**config.mk**
```make
export PLATFORM = sky130hd
export DESIGN_NAME = ac97_frame_deser
export DESIGN_NICKNAME = d
export VERILOG_FILES = /design/src/rtl/ac97_deser_pkg.sv /design/src/rtl/ac97_link_sampler.sv /design/src/rtl/ac97_frame_tracker.sv /design/src/rtl/ac97_slot_shifter.sv /design/src/rtl/ac97_frame_deser.sv
export SDC_FILE = /design/constraint.sdc
export NUM_CORES = 1
export LEC_CHECK = 0
export CAP_MARGIN = 20
export CORE_MARGIN = 2
export CORE_UTILIZATION = 34
export DETAILED_ROUTE_END_ITERATION = 12
export MAX_ROUTING_LAYER = met4
export PLACE_DENSITY_LB_ADDON = 0.15
export REMOVE_ABC_BUFFERS = 1
export SYNTH_ARGS = -nofsm -noshare
export SYNTH_HDL_FRONTEND = slang
export SYNTH_SLANG_ARGS = --single-unit
```
**constraint.sdc**
```tcl
create_clock -name clk -period 3.2 [get_ports clk]
set_clock_uncertainty 0.2 [all_clocks]
set_input_delay 0.64 -clock clk [delete_from_list [all_inputs] [get_ports clk]]
set_output_delay 0.64 -clock clk [all_outputs]
set_load 0.03 [all_outputs]
```
**src/rtl/ac97_deser_pkg.sv**
```systemverilog
package ac97_deser_pkg;

    localparam int NUM_SLOTS  = 13;
    localparam int SLOT_W     = 20;
    localparam int TAG_W      = 16;
    localparam int FRAME_BITS = TAG_W + (NUM_SLOTS - 1) * SLOT_W;
    localparam int SLOT_IDX_W = $clog2(NUM_SLOTS + 1);
    localparam int POS_W      = $clog2(SLOT_W);

    typedef logic [SLOT_IDX_W-1:0] slot_idx_t;
    typedef logic [SLOT_W-1:0]     slot_val_t;
    typedef logic [POS_W-1:0]      slot_pos_t;

    typedef enum logic {
        DIR_OUT = 1'b0,
        DIR_IN  = 1'b1
    } dir_e;

    // raw link wires, one synchronizer stage
    typedef struct packed {
        logic bclk;
        logic sync;
        logic sd_out;
        logic sd_in;
    } line_t;

    // one sampled bit time
    typedef struct packed {
        logic tick;
        logic sync;
        logic sd_out;
        logic sd_in;
    } bit_ev_t;

    // what the tracker decides for the current bit
    typedef struct packed {
        logic      accept;
        logic      start;
        logic      last;
        slot_idx_t slot;
    } step_t;

    typedef struct packed {
        logic      valid;
        dir_e      dir;
        slot_idx_t slot;
        slot_val_t value;
    } slot_word_t;

    function automatic slot_pos_t slot_last_pos(slot_idx_t s);
        return (s == '0) ? slot_pos_t'(TAG_W - 1) : slot_pos_t'(SLOT_W - 1);
    endfunction

endpackage

```
**src/rtl/ac97_link_sampler.sv**
```systemverilog
module ac97_link_sampler
    import ac97_deser_pkg::*;
#(
    parameter int STAGES = 2
) (
    input  logic    clk,
    input  logic    rst,
    input  logic    bit_clk,
    input  logic    sync,
    input  logic    sd_out,
    input  logic    sd_in,
    output bit_ev_t ev
);

    line_t stg [STAGES];
    logic  bclk_prev;

    always_ff @(posedge clk) begin
        if (rst) begin
            for (int i = 0; i < STAGES; i++) stg[i] <= '0;
            bclk_prev <= 1'b0;
        end else begin
            stg[0] <= '{bclk: bit_clk, sync: sync, sd_out: sd_out, sd_in: sd_in};
            for (int i = 1; i < STAGES; i++) stg[i] <= stg[i-1];
            bclk_prev <= stg[STAGES-1].bclk;
        end
    end

    always_comb begin
        ev.tick   = bclk_prev & ~stg[STAGES-1].bclk;
        ev.sync   = stg[STAGES-1].sync;
        ev.sd_out = stg[STAGES-1].sd_out;
        ev.sd_in  = stg[STAGES-1].sd_in;
    end


    tick_single_chk: assert property (@(posedge clk) disable iff (rst)
        ev.tick |=> !ev.tick);

endmodule

```
**src/rtl/ac97_frame_tracker.sv**
```systemverilog
module ac97_frame_tracker
    import ac97_deser_pkg::*;
(
    input  logic    clk,
    input  logic    rst,
    input  bit_ev_t ev,
    output step_t   step,
    output logic    frame_start_o,
    output logic    short_o
);

    logic      sync_h1, sync_h2;
    logic      active_q;
    slot_idx_t slot_q;
    slot_pos_t pos_q;

    logic      start, done;
    slot_idx_t cur_slot;
    slot_pos_t cur_pos;

    always_comb begin
        start       = ev.tick & sync_h1 & ~sync_h2;
        done        = (slot_q == slot_idx_t'(NUM_SLOTS));
        cur_slot    = start ? '0 : slot_q;
        cur_pos     = start ? '0 : pos_q;
        step.start  = start;
        step.slot   = cur_slot;
        step.accept = ev.tick & (start | (active_q & ~done));
        step.last   = step.accept & (cur_pos == slot_last_pos(cur_slot));
    end

    always_ff @(posedge clk) begin
        if (rst) begin
            sync_h1       <= 1'b0;
            sync_h2       <= 1'b0;
            active_q      <= 1'b0;
            slot_q        <= '0;
            pos_q         <= '0;
            frame_start_o <= 1'b0;
            short_o       <= 1'b0;
        end else begin
            if (ev.tick) begin
                sync_h2 <= sync_h1;
                sync_h1 <= ev.sync;
            end
            if (start) active_q <= 1'b1;
            if (step.accept) begin
                if (step.last) begin
                    slot_q <= slot_idx_t'(cur_slot + 1'b1);
                    pos_q  <= '0;
                end else begin
                    slot_q <= cur_slot;
                    pos_q  <= slot_pos_t'(cur_pos + 1'b1);
                end
            end
            frame_start_o <= start;
            short_o       <= start & active_q & ~done;
        end
    end


    pos_in_slot_chk: assert property (@(posedge clk) disable iff (rst)
        (active_q && slot_q < slot_idx_t'(NUM_SLOTS)) |-> (pos_q <= slot_last_pos(slot_q)));


    short_with_start_chk: assert property (@(posedge clk) disable iff (rst)
        short_o |-> frame_start_o);


    start_single_chk: assert property (@(posedge clk) disable iff (rst)
        frame_start_o |=> !frame_start_o);

endmodule

```
**src/rtl/ac97_slot_shifter.sv**
```systemverilog
module ac97_slot_shifter
    import ac97_deser_pkg::*;
#(
    parameter bit   ENABLE = 1'b1,
    parameter dir_e DIR    = DIR_OUT
) (
    input  logic       clk,
    input  logic       rst,
    input  step_t      step,
    input  logic       bit_in,
    output slot_word_t word
);

    generate
        if (ENABLE) begin : g_on
            slot_val_t sreg, nxt;

            always_comb begin
                if (step.start) nxt = slot_val_t'(bit_in);
                else            nxt = {sreg[SLOT_W-2:0], bit_in};
            end

            always_ff @(posedge clk) begin
                if (rst) begin
                    sreg <= '0;
                    word <= '0;
                end else begin
                    word.valid <= 1'b0;
                    if (step.accept) begin
                        if (step.last) begin
                            sreg       <= '0;
                            word.valid <= 1'b1;
                            word.dir   <= DIR;
                            word.slot  <= step.slot;
                            word.value <= nxt;
                        end else begin
                            sreg <= nxt;
                        end
                    end
                end
            end


            tag_aligned_chk: assert property (@(posedge clk) disable iff (rst)
                (word.valid && word.slot == '0) |-> (word.value[SLOT_W-1:TAG_W] == '0));
        end else begin : g_off
            logic unused_inputs;
            assign unused_inputs = ^{step, bit_in};
            assign word = '0;
        end
    endgenerate

endmodule

```
**src/rtl/ac97_frame_deser.sv**
```systemverilog
module ac97_frame_deser
    import ac97_deser_pkg::*;
#(
    parameter int SYNC_STAGES = 2,
    parameter bit OUT_EN      = 1'b1,
    parameter bit IN_EN       = 1'b1
) (
    input  logic                  clk,
    input  logic                  rst,
    input  logic                  bit_clk,
    input  logic                  sync,
    input  logic                  sdata_out,
    input  logic                  sdata_in,
    output logic                  frame_start,
    output logic                  short_frame,
    output logic                  slot_strobe,
    output logic                  slot_dir,
    output logic [SLOT_IDX_W-1:0] slot_index,
    output logic [SLOT_W-1:0]     slot_data
);

    bit_ev_t    ev;
    step_t      step;
    slot_word_t w_out, w_in, pend, outw;
    logic       seen_start;

    ac97_link_sampler #(.STAGES(SYNC_STAGES)) u_sampler (
        .clk(clk), .rst(rst), .bit_clk(bit_clk), .sync(sync),
        .sd_out(sdata_out), .sd_in(sdata_in), .ev(ev)
    );

    ac97_frame_tracker u_tracker (
        .clk(clk), .rst(rst), .ev(ev), .step(step),
        .frame_start_o(frame_start), .short_o(short_frame)
    );

    ac97_slot_shifter #(.ENABLE(OUT_EN), .DIR(DIR_OUT)) u_shift_out (
        .clk(clk), .rst(rst), .step(step), .bit_in(ev.sd_out), .word(w_out)
    );

    ac97_slot_shifter #(.ENABLE(IN_EN), .DIR(DIR_IN)) u_shift_in (
        .clk(clk), .rst(rst), .step(step), .bit_in(ev.sd_in), .word(w_in)
    );

    // Both lines finish a slot on the same tick: the out-line word goes
    // first, the in-line word waits one cycle in pend.
    always_ff @(posedge clk) begin
        if (rst) begin
            pend       <= '0;
            outw       <= '0;
            seen_start <= 1'b0;
        end else begin
            seen_start <= seen_start | frame_start;
            if (w_out.valid)      outw       <= w_out;
            else if (pend.valid)  outw       <= pend;
            else                  outw.valid <= 1'b0;
            if (w_in.valid)                      pend       <= w_in;
            else if (!w_out.valid && pend.valid) pend.valid <= 1'b0;
        end
    end

    assign slot_strobe = outw.valid;
    assign slot_dir    = outw.dir;
    assign slot_index  = outw.slot;
    assign slot_data   = outw.value;


    no_strobe_before_start_chk: assert property (@(posedge clk) disable iff (rst)
        slot_strobe |-> seen_start);


    slot_range_chk: assert property (@(posedge clk) disable iff (rst)
        slot_strobe |-> (slot_index < SLOT_IDX_W'(NUM_SLOTS)));


    in_follows_out_chk: assert property (@(posedge clk) disable iff (rst)
        (OUT_EN && IN_EN && slot_strobe && !slot_dir) |=>
            (slot_strobe && slot_dir && slot_index == $past(slot_index)));


    dir_enabled_chk: assert property (@(posedge clk) disable iff (rst)
        slot_strobe |-> (slot_dir ? IN_EN : OUT_EN));

endmodule

```
==> flow_summary.toml <==
[job]
cap_viol_max_count = 0

[sta]
fin_crit_ns = 2.882
rsz0062_at_grt = "no"
setup_viol = 0
worstMarginPinSlew_ns = 0.9110
fin_crit_sh_pct = 90.07
slew_headroom_pct = 39.26
max_freq_ghz = 0.3470
hold_violations = 0
maxSlewViolCount = 0
hold_ws_ns = 0.2372

[clocking]
cts_tree = "done"
root_buffer = "clkbuf_16"
clk_pin_slew_worst_paths_ns = 0.06
cts_resized = 0
clock_sinks = 159
post_cts.repair.setup_buffers = 0
cts_htree_levels = 4
cts_hold_buffers = 0
numCtsBuffers = 17
ctsLongestPathBuffers = 2
clkLatencyLatePin_ns = 0.42

[detailed_routing]
drcViolationCount = 0
drt-pass1-iter-count = 4
drt_iter0_drc = 220
drt_wl_total_mm = 12.07
viasPerCell = 4.923
wl_per_cell_um = 13.50
via_count = 4401
ant_nets = 0

[place]
dp_hpwl_mm = 7.392
place.gp.congestion = 0.7921
dpl.cell_count = 861
portBuffers = 33

[worst_setup_path]
arrival_ns = 3.05
cp.required_ns = 3.37
crit_type = "register to register"
r2r_start = "u_sampler.stg[0][7]"
crit_fanout = 25
critPathLaunch = "u_sampler.stg[0][7]"
endpoint_kind = "register"
start_kind = "register"

[yosys]
avgSynthCellArea_um2 = 9.327
netlist_instances = 642
seq_area_frac_synth_pct = 53.16
ys_types = 39
ys_warn_count = 0
ys_ff_latch = 159
synth_area_um2 = 5988

[final_layout]
layout_commonest_cell = "dfxtp_1"
areaGrowthSynthToFinish_pct = 18.66
final_util_pct = 41.22
fill_cells = 1676
n_antenna_cell = 0
drive_gt1_share_pct = 8.221
instances_no_fill = 894
final_cell_mix = "dfxtp_1 (157), nor2_1 (119), nand2_1 (69)"
fin_nets = 665

[min_path]
worstHoldPathType = "register to register"
min_from = "u_sampler.stg[0][2]"

[power_and_ir_drop]
comb_power_share_pct = 1.2
irDropWorstVdd_uv = 379.4
internal-power_uw = 3266
power_frac_clock_pct = 50.5
fin_total_pwr_uw = 4116
p_sw_uw = 849.6
pwr-share-seq_pct = 48.3
p_per_area_nw_per_um2 = 579.3
power.leakage_uw = 0.002572
p_sw_share_pct = 20.64

[floorplan]
core_um2 = 17240
rows = 48
initial_core_util_pct = 34.74
io_pins = 34
die-height_um = 136.7
die_w_um = 136.7
dieArea_um2 = 18690

[global_route]
gr-total-overflow = 0
grt_pass1_wl_mm = 20.74
grt_usage_pct = 14.57
grt_max_degree = 64
grt_pass1_vias = 4248
antenna_found_initial = 0

[status]
status = "finished clean"
[power by group through the flow]
stage          registers, uW  clock network [uW]  logic, uW
2_1_floorplan           2030                   0       14.4
3_3_place_gp            2030                   0       47.7
3_5_place_dp            2030                   0       48.9
4_1_cts                 1990                2140       48.7
5_1_grt                 1990                2230       55.2
6_report                1990                2080       49.5
[Yosys cell counts]
library cell	n	area, um^2
dfxtp_1	159	3183
nor2_1	119	446.7
nand2_1	69	259.0
mux2i_1	54	540.5
a21oi_1	53	265.3
a2bb2oi_1	36	315.3
clkbuf_1	30	112.6
a22o_1	24	210.2
nand3_1	21	105.1
nor2b_1	10	62.56
buf_1	8	30.03
buf_2	8	40.04
nor3_1	7	35.03
inv_1	5	18.77
nand3b_1	4	30.03
buf_4	3	22.52
ha_1	3	37.54
o21ai_0	3	15.01
or3_1	3	18.77
and2_1	2	12.51
buf_6	2	22.52
nand2b_1	2	12.51
a2111oi_4	1	27.53
a21o_1	1	7.510
a31oi_1	1	6.260
and4b_1	1	10.01
and4bb_4	1	16.27
nand4bb_1	1	11.26
nor2_2	1	6.260
nor3b_4	1	18.77
nor4_1	1	6.260
o2111a_1	1	11.26
o2111ai_1	1	8.760
o211a_4	1	17.52
o21a_1	1	7.510
o31a_1	1	8.760
o31ai_2	1	12.51
or4_1	1	7.510
xnor2_1	1	8.760
[final cells by class]
class | instances | area [um^2] | share of cell area [%]
flip-flops and latches | 159 | 3186 | 44.83
multi-input cells | 427 | 2564 | 36.08
clock buffers | 19 | 452.9 | 6.374
repair buffers | 46 | 441.7 | 6.216
well taps | 225 | 281.5 | 3.962
clock inverters | 13 | 161.4 | 2.272
inverters | 5 | 18.77 | 0.2641
[flip-flops by register name (all words and copies together) (netlist names)]
| name | cells |
|---|---|
| u_tracker.frame_start_o | 1 |
| u_tracker.sync_h2 | 1 |
| pend | 26 |
| u_shift_out.word | 25 |
| slot_dir | 1 |
| u_shift_in.word | 21 |
| u_tracker.pos_q | 5 |
| u_tracker.short_o | 1 |
| u_shift_in.g_on.sreg | 19 |
| u_sampler.stg | 8 |
| u_sampler.bclk_prev | 1 |
| slot_data | 20 |
| u_tracker.sync_h1 | 1 |
| u_tracker.active_q | 1 |
| slot_strobe | 1 |
| slot_index | 4 |
| u_shift_out.g_on.sreg | 19 |
| u_tracker.slot_q | 4 |
[layer usage]
metal  wire, um  GRT usage [%]
met2       5578          22.92
met3        308          3.741
met4        223          5.903
met1       5958          17.84
met5          0              -
[worst max-delay path: stages, from the launching register on]
cell and delay, ns:
dfxtp_1 0.35, nand4bb_1 0.38, nand2_1 0.13, ha_1 0.27, a2111oi_4 0.37, o211a_4 0.38
nor3b_4 0.22, buf_4 0.31, a22o_1 0.18
[logic make-up after synthesis]
family | after synthesis | synth area share (%)
AND/OR/NAND/NOR | 244 | 17.68
flip-flops | 159 | 53.15
AO/OA/AOI/OAI | 125 | 15.25
buffers and inverters | 56 | 4.116
multiplexers | 54 | 9.026
adder cells (fa/ha/maj) | 3 | 0.6269
XOR/XNOR | 1 | 0.1463
[stage by stage]
| step | instance area [um^2] | setup WS (ns) | setup TNS, ns |
|---|---|---|---|
| global route | 7106 | 0.1234 | 0 |
| floorplan | 5761 | -0.1391 | -2.519 |
| finish | 7106 | 0.3178 | 0 |
| global placement | 6480 | 0.2812 | 0 |
| CTS | 7094 | 0.1380 | 0 |
| detailed placement | 6480 | 0.1381 | 0 |
[worst paths after layout]
path / slack (ns) / endpoint / depth (start not counted)
worst min-delay path: 0.24 / u_sampler.stg[0][6] / 1
worst max register to register: 0.32 / u_shift_out.word[17] / 8
worst min register to register: 0.24 / u_sampler.stg[0][6] / 1
worst max-delay path: 0.32 / u_shift_out.word[17] / 8
No activity file was read; power rests on OpenSTA's default activity.
